<file path="config.mk">
export PLATFORM = sky130hd
export DESIGN_NAME = eow_status_responder
export DESIGN_NICKNAME = d
export VERILOG_FILES = /design/src/rtl/eow_pkg.sv /design/src/rtl/eow_ctrl.sv /design/src/rtl/eow_datapath.sv /design/src/rtl/eow_status_responder.sv
export SDC_FILE = /design/constraint.sdc
export NUM_CORES = 1
export LEC_CHECK = 0
export BUFFER_PORTS_ARGS = -buffer_cell sky130_fd_sc_hd__buf_2
export CAP_MARGIN = 20
export CORE_UTILIZATION = 38
export CTS_CLUSTER_DIAMETER = 150
export DETAILED_ROUTE_END_ITERATION = 16
export HOLD_SLACK_MARGIN = 0.02
export PLACE_DENSITY = 0.77
export SYNTH_ARGS = -nofsm -noshare
export SYNTH_HDL_FRONTEND = slang
export SYNTH_SLANG_ARGS = --single-unit
</file>
<file path="constraint.sdc">
create_clock -name clk -period 1.5 [get_ports clk]
set_input_delay 0.15 -clock clk [delete_from_list [all_inputs] [get_ports clk]]
set_output_delay 0.15 -clock clk [all_outputs]
set_load 0.02 [all_outputs]
</file>
<file path="src/rtl/eow_pkg.sv">
package eow_pkg;
  // Bit positions decoded by the host's polling routine
  localparam int POLL_BIT   = 7;
  localparam int TOGGLE_BIT = 6;
  localparam int TIMER_BIT  = 5;

  typedef struct packed {
    logic captureRd;      // read strobe rose: register a response
    logic statusMode;     // response is a status byte
    logic advanceToggle;  // a status read has completed
    logic clearToggle;    // a new write cycle has begun
    logic timerDone;      // load window closed while programming
  } eowStrobes_t;
endpackage

</file>
<file path="src/rtl/eow_ctrl.sv">
module eow_ctrl
  import eow_pkg::*;
(
  input  logic        clk,
  input  logic        rstN,
  input  logic        wrBusy,
  input  logic        loadRun,
  input  logic        rdStrobe,
  output eowStrobes_t strobes
);
  logic busyPrev;
  logic rdPrev;
  logic rdWasStatus;
  logic rdRise;
  logic rdFall;
  logic busyRise;

  always_ff @(posedge clk or negedge rstN) begin
    if (!rstN) begin
      busyPrev    <= 1'b0;
      rdPrev      <= 1'b0;
      rdWasStatus <= 1'b0;
    end else begin
      busyPrev <= wrBusy;
      rdPrev   <= rdStrobe;
      if (rdRise) rdWasStatus <= wrBusy;
    end
  end

  always_comb begin
    rdRise   = rdStrobe && !rdPrev;
    rdFall   = !rdStrobe && rdPrev;
    busyRise = wrBusy && !busyPrev;
    strobes.captureRd     = rdRise;
    strobes.statusMode    = wrBusy;
    strobes.advanceToggle = rdFall && rdWasStatus;
    strobes.clearToggle   = busyRise;
    strobes.timerDone     = wrBusy && !loadRun;
  end


  held_read_no_recapture_chk: assert property (@(posedge clk) disable iff (!rstN)
    (rdStrobe && $past(rdStrobe)) |-> !strobes.captureRd);


  advance_only_on_release_chk: assert property (@(posedge clk) disable iff (!rstN)
    strobes.advanceToggle |-> ($past(rdStrobe) && !rdStrobe));
endmodule

</file>
<file path="src/rtl/eow_datapath.sv">
module eow_datapath
  import eow_pkg::*;
#(
  parameter int AW = 15,
  parameter int DW = 8
) (
  input  logic          clk,
  input  logic          rstN,
  input  eowStrobes_t   strobes,
  input  logic [AW-1:0] rdAddr,
  input  logic [AW-1:0] lastAddr,
  input  logic          lastPollBit,
  input  logic [DW-1:0] arrayData,
  output logic [DW-1:0] rdData,
  output logic          timerFlag
);
  localparam int LOW_BITS = TIMER_BIT;

  logic          toggleQ;
  logic          toggleUse;
  logic          addrHit;
  logic          timerQ;
  logic [DW-1:0] rdDataQ;
  logic [DW-1:0] statusWord;

  always_comb begin
    addrHit   = (rdAddr == lastAddr);
    toggleUse = strobes.clearToggle ? 1'b0 : toggleQ;
    statusWord = '0;
    statusWord[POLL_BIT]   = addrHit ? ~lastPollBit : arrayData[POLL_BIT];
    statusWord[TOGGLE_BIT] = toggleUse;
    statusWord[TIMER_BIT]  = 1'b1;
  end

  always_ff @(posedge clk or negedge rstN) begin
    if (!rstN) begin
      toggleQ <= 1'b0;
      rdDataQ <= '0;
      timerQ  <= 1'b0;
    end else begin
      if (strobes.clearToggle)        toggleQ <= 1'b0;
      else if (strobes.advanceToggle) toggleQ <= ~toggleQ;
      if (strobes.captureRd)
        rdDataQ <= strobes.statusMode ? statusWord : arrayData;
      timerQ <= strobes.timerDone;
    end
  end

  assign rdData    = rdDataQ;
  assign timerFlag = timerQ;


  idle_passthru_chk: assert property (@(posedge clk) disable iff (!rstN)
    $past(strobes.captureRd && !strobes.statusMode) |-> rdDataQ == $past(arrayData));


  poll_invert_chk: assert property (@(posedge clk) disable iff (!rstN)
    $past(strobes.captureRd && strobes.statusMode && (rdAddr == lastAddr))
      |-> rdDataQ[POLL_BIT] != $past(lastPollBit));


  status_fill_chk: assert property (@(posedge clk) disable iff (!rstN)
    $past(strobes.captureRd && strobes.statusMode)
      |-> (rdDataQ[TIMER_BIT] && (rdDataQ[LOW_BITS-1:0] == '0)));


  fresh_cycle_zero_chk: assert property (@(posedge clk) disable iff (!rstN)
    $past(strobes.clearToggle && strobes.captureRd) |-> !rdDataQ[TOGGLE_BIT]);


  toggle_cause_chk: assert property (@(posedge clk) disable iff (!rstN)
    (toggleQ != $past(toggleQ)) |-> $past(strobes.advanceToggle || strobes.clearToggle));
endmodule

</file>
<file path="src/rtl/eow_status_responder.sv">
module eow_status_responder
  import eow_pkg::*;
#(
  parameter int AW = 15,
  parameter int DW = 8
) (
  input  logic          clk,
  input  logic          rstN,
  input  logic          wrBusy,
  input  logic          loadRun,
  input  logic [AW-1:0] lastAddr,
  input  logic          lastPollBit,
  input  logic          rdStrobe,
  input  logic [AW-1:0] rdAddr,
  input  logic [DW-1:0] arrayData,
  output logic [DW-1:0] rdData,
  output logic          timerFlag
);
  eowStrobes_t strobes;

  eow_ctrl uCtrl (
    .clk      (clk),
    .rstN     (rstN),
    .wrBusy   (wrBusy),
    .loadRun  (loadRun),
    .rdStrobe (rdStrobe),
    .strobes  (strobes)
  );

  eow_datapath #(.AW(AW), .DW(DW)) uData (
    .clk         (clk),
    .rstN        (rstN),
    .strobes     (strobes),
    .rdAddr      (rdAddr),
    .lastAddr    (lastAddr),
    .lastPollBit (lastPollBit),
    .arrayData   (arrayData),
    .rdData      (rdData),
    .timerFlag   (timerFlag)
  );
endmodule

</file>
=== Yosys cells after proc, flatten, opt, wreduce, memory -nomap -nowiden ===
Cells that the tools add are included.

* Eq/ne operators: 1
* Multiplexer cells: 5
* Bitwise operators: 2
* Reduce and logical (&&, ||, !) cells: 10

{| class="wikitable"
|+ Operators by type and width
! operator !! count
|-
| equality test 15 bit || 1
|-
| two-way mux 8 bit || 1
|-
| logical AND 1 bit || 5
|-
| zero test 1 bit || 4
|-
| two-way mux 1 bit || 4
|-
| NOT 1 bit || 2
|-
| nonzero test 2 bit || 1
|}

* Register bits: 13
* Bits of input ports: 44
* Output and inout bits: 9
* Word-level logic and storage cells: 24

=== Depth between registers and ports, before layout ===
* Depth after elaboration: 5
* Depth in mapped cells: 5
* Depth with buffers taken out: 4

=== Cells and area by module ===
From an unflattened synthesis, not the netlist that was laid out.

* Cell total of the unflattened synthesis: 71
* Area total of the unflattened synthesis: 728.2 sq um

{| class="wikitable"
|+ By module, submodules not included
! module !! times used !! cells each !! area an instance (sq um) !! seq. area each (sq um)
|-
| eow_datapath || 1 || 60 || 579.3 || 250.2
|-
| eow_ctrl || 1 || 11 || 148.9 || 75.1
|}

=== Worst setup path before layout ===
OpenSTA, ideal clock, no wires.

* Path kind: in2reg
* From: input lastAddr[14]
* To: register uData.rdDataQ[7], in the netlist uData.rdData[7]
* Library setup time: 0.087 ns
* Arrival: 1.061 ns
* Required time: 1.413 ns
* Slack: 0.352 ns
* Stages: 4
* Path buffers: 0
* Path through: xnor2_1 > nand4_1 > or4_1 > o211ai_1

* Cells in the longest elaborated chain, start to end: 3

{| class="wikitable"
|+ RTL lines
! item !! line !! source
|-
| start: declaration || eow_status_responder.sv:11 || <nowiki>input logic [AW-1:0] lastAddr,</nowiki>
|-
| equality test 15 bit || eow_datapath.sv:27 || <nowiki>addrHit = (rdAddr == lastAddr);</nowiki>
|-
| two-way mux 1 bit || eow_datapath.sv:30 || <nowiki>statusWord[POLL_BIT] = addrHit ? ~lastPollBit : arrayData[POLL_BIT];</nowiki>
|-
| two-way mux 8 bit || eow_datapath.sv:44 || <nowiki>rdDataQ <= strobes.statusMode ? statusWord : arrayData;</nowiki>
|-
| end signal: assignment || eow_datapath.sv:44 ||
|-
| end: declaration || eow_datapath.sv:23 || <nowiki>logic [DW-1:0] rdDataQ;</nowiki>
|}

Every way passes these cells.
A chain may end at the register's enable or synchronous reset.

=== Worst setup path in the final report ===
* From: input rdStrobe
* To: register uData.rdDataQ[7], in the netlist uData.rdData[7]

* Cells in the longest elaborated chain, start to end: 1

{| class="wikitable"
|+ RTL lines
! item !! line !! source
|-
| start: declaration || eow_status_responder.sv:13 || <nowiki>input logic rdStrobe,</nowiki>
|-
| logical AND 1 bit || eow_ctrl.sv:31 || <nowiki>rdRise = rdStrobe && !rdPrev;</nowiki>
|}

Every way passes these cells.

==> summary.md <==
| Metric | Value |
|---|---|
| # IOs | `53` |
| Worst endpoint required time | `1680 ps` |
| DP Cell Count | `148` |
| Routability cong. | `0.639` |
| Largest net degree at the start of global routing | `15` |
| Die ar. | `2000 sq um` |
| Drt pass-1 iters | `3` |
| Total Routing Usage GR | `15.9%` |
| Row cnt | `15` |
| Tmin final | `1180 ps` |
| Max Clock Freq | `0.849 GHz` |
| Tcrit/Tclk final | `78.5%` |
| Internal power | `0.613 mW` |
| Inserted Clock Buffers | `3` |
| Core Area | `1710 sq um` |
| Drt first-iter violations | `3` |
| Average cell area after synthesis | `9.61 sq um` |
| Worst path bufs/invs | `2` |
| Total wire length | `1430 microns` |
| WHS Endpoint | `uData.rdData[3]` |
| Clock latency on the worst-skew pair | `260 ps` |
| Register bit count reported by yosys | `13` |
| Hold path start | `arrayData[3]` |
| Starting Density | `40.5%` |
| Antenna Cells | `0` |
| Rel. slew slack | `80.5%` |
| Leading area contributor after synthesis | `dfrtp_1` |
| CP arrival | `1360 ps` |
| Finished Layout Cells | `155` |
| Total negative slack | `0 ps` |
| Post-synth top area share | `47.0%` |
| Hold Slack | `144 ps` |
| R2R Setup Slk | `390 ps` |
| Global-route wire length before repair | `2300 microns` |
| Worst slew pin tran | `288 ps` |
| RR Endpoint | `uData.rdData[7]` |
| Leakage power | `0.519 nW` |
| RSZ-0062 raised after global routing | `no` |
| Sequential share of the synthesized area | `47.0%` |
| CP Class | `primary input to register` |
| CTS max path bufs | `2` |
| Cells taking the most area after synthesis | `dfrtp_1, xnor2_1, nand2b_1` |
| Slew Viols, Final | `0` |
| Final hold vios | `0` |
| Via/cell ratio | `4.52` |
| Clock root cell | `clkbuf_4` |
| H-Tree Depth | `1` |
| R2R Path Start | `uCtrl.rdPrev` |
| Critical path launch point type | `primary input` |
| Post-Route Skew | `1.80 ps` |
| Antenna viol nets, final | `0` |
| Status | `completed` |
| CP endpoint kind | `register` |
| CTS tree | `yes` |
| IO buf count | `52` |
| Mapped Cells | `72` |
| Crit Path Max Fanout | `5` |
| Gr ovfl total | `0` |
| Initial antenna violation count | `0` |
| Ys Warns | `0` |
| Power Density | `815 nW/um^2` |
| Synthesis-to-layout area growth | `50.8%` |
| FF-to-FF path depth | `3` |
| Peak supply drop | `0.407 mV` |
| Ratio of cells with drive above 1 in the final layout | `45.4%` |
| Clock network fraction of design power | `24.3%` |
| CP delay by family, top | `buffers and inverters` |
| Synth cell types | `17` |
| Logic pwr share | `27.8%` |
| Seq pwr share | `47.9%` |
| Vias in the first global route | `647` |
| Dpl hpwl | `1200 microns` |
| Crit path cell chain | `dlygate4sd3_1 -> buf_2 -> nand2b_1 -> or2_2 -> o211ai_1` |
| Netlist Area Pre-Place | `692 sq um` |
| Average wire per cell in the routed design | `9.25 microns` |
| NetSw | `0.237 mW` |
| DR DRC count | `0` |
| Max cap viols | `0` |
| Die height | `44.7 microns` |
| Worst stage delay on the critical path | `530 ps` |
| Fillers | `157` |
| Worst path slowest cell | `dlygate4sd3_1` |
| Die width | `44.7 microns` |
| Reg clk slew, reported paths | `70 ps` |
| # nets final | `175` |
| Clock net sink count | `13` |
| Sw Share | `27.9%` |
| Vias | `701` |
| Path category of the worst min-delay check | `primary input to register` |
| Hold Path Stages | `3` |
| Final setup viols | `0` |
| Syn Nets | `116` |
power by group through the flow:
stage | registers, mW | clock network [mW] | logic (mW)
after global routing | 0.412 | 0.221 | 0.264
after floorplan | 0.448 | 0 | 0.0895
after detailed placement | 0.416 | 0 | 0.234
after global placement | 0.414 | 0 | 0.227
after CTS | 0.408 | 0.214 | 0.241
final | 0.407 | 0.207 | 0.236
sequential cells by signal (all words and copies together), names as in the netlist:
| register | count |
|---|---|
| uData.rdData | 8 |
| uCtrl.busyPrev | 1 |
| uCtrl.rdPrev | 1 |
| uCtrl.rdWasStatus | 1 |
| uData.timerFlag | 1 |
| uData.toggleQ | 1 |
tightest hold or removal path, stage by stage:
cell and delay, ps:
buf_2 90, nand2b_1 50, o21ai_0 70
through the flow:
step                worst slack [ps]  utilization, %  power [mW]  instance area, sq um
floorplan                        352               -       0.537                   692
global placement                 181            57.8       0.641                   987
detailed placement               123            57.8       0.649                   987
CTS                              333            61.1       0.864                  1040
global route                     271            61.1       0.898                  1040
finish                           322            61.1       0.850                  1040
cell families after synthesis:
| kind of cell | synth area share [%] |
|---|---|
| compound gates | 9.04 |
| xor+xnor | 20.3 |
| buf+inv | 2.71 |
| flops | 47.0 |
| mux | 1.63 |
| simple gates | 19.3 |
worst max-delay path by stage:
stage / start / to / cells after the start
final: rdStrobe / uData.rdData[7] / 5
after global placement: lastAddr[14] / uData.rdData[7] / 5
after detailed placement: lastAddr[14] / uData.rdData[7] / 5
after floorplan: lastAddr[14] / uData.rdData[7] / 4
after global routing: rdStrobe / uData.rdData[7] / 5
after CTS: rdStrobe / uData.rdData[7] / 5
layout by cell type, fill, tap and decap left out:
cell type and count:
o211ai_1 1, inv_1 2, buf_4 2, clkbuf_1 1, o21ai_0 7, or4_1 1
mux2_2 1, o41ai_1 1, xnor2_1 16, nand4_1 4, clkbuf_4 3, dlygate4sd3_1 3
a31oi_1 1, buf_2 52, nand2_1 9, nand2b_1 6, dfrtp_1 13, nor2b_1 2
nor2_1 3, or2_2 1, a21oi_1 1
final cells by class:
cell class                 instances  area (sq um)  area share, %
clock buffer                       4          26.3           2.52
inverter                           2          7.51          0.719
sequential                        13           325           31.2
multi-input combinational         54           348           33.3
tap                               25          31.3           3.00
timing repair buffer              57           305           29.3
repair_timing:
action	CTS	global route
resized for setup	0	0
hold buffers	3	0
endpoints found under the hold margin	15	0
buffers inserted	0	0
routing by layer:
| layer | GRT usage [%] | share of wire (%) | vias to the layer above |
|---|---|---|---|
| met1 | 13.0 | 37 | 304 |
| met4 | 9.09 | 1.5 | 0 |
| li1 | - | - | 354 |
| met2 | 34.4 | 53 | 41 |
| met3 | 1.63 | 9.0 | 2 |
| met5 | 0 | 0 | - |
cells in the mapped netlist:
| cell | instances |
|---|---|
| xnor2_1 | 16 |
| nand2b_1 | 6 |
| nor2_1 | 3 |
| dfrtp_1 | 13 |
| nand4_1 | 4 |
| nand2_1 | 9 |
| or4_1 | 1 |
| or2_2 | 1 |
| o211ai_1 | 1 |
| inv_1 | 2 |
| a31oi_1 | 1 |
| mux2_2 | 1 |
| nor2b_1 | 2 |
| a21oi_1 | 1 |
| o41ai_1 | 1 |
| o21ai_0 | 7 |
| clkbuf_1 | 3 |
Note: power is estimated with default switching activity, not from simulation.
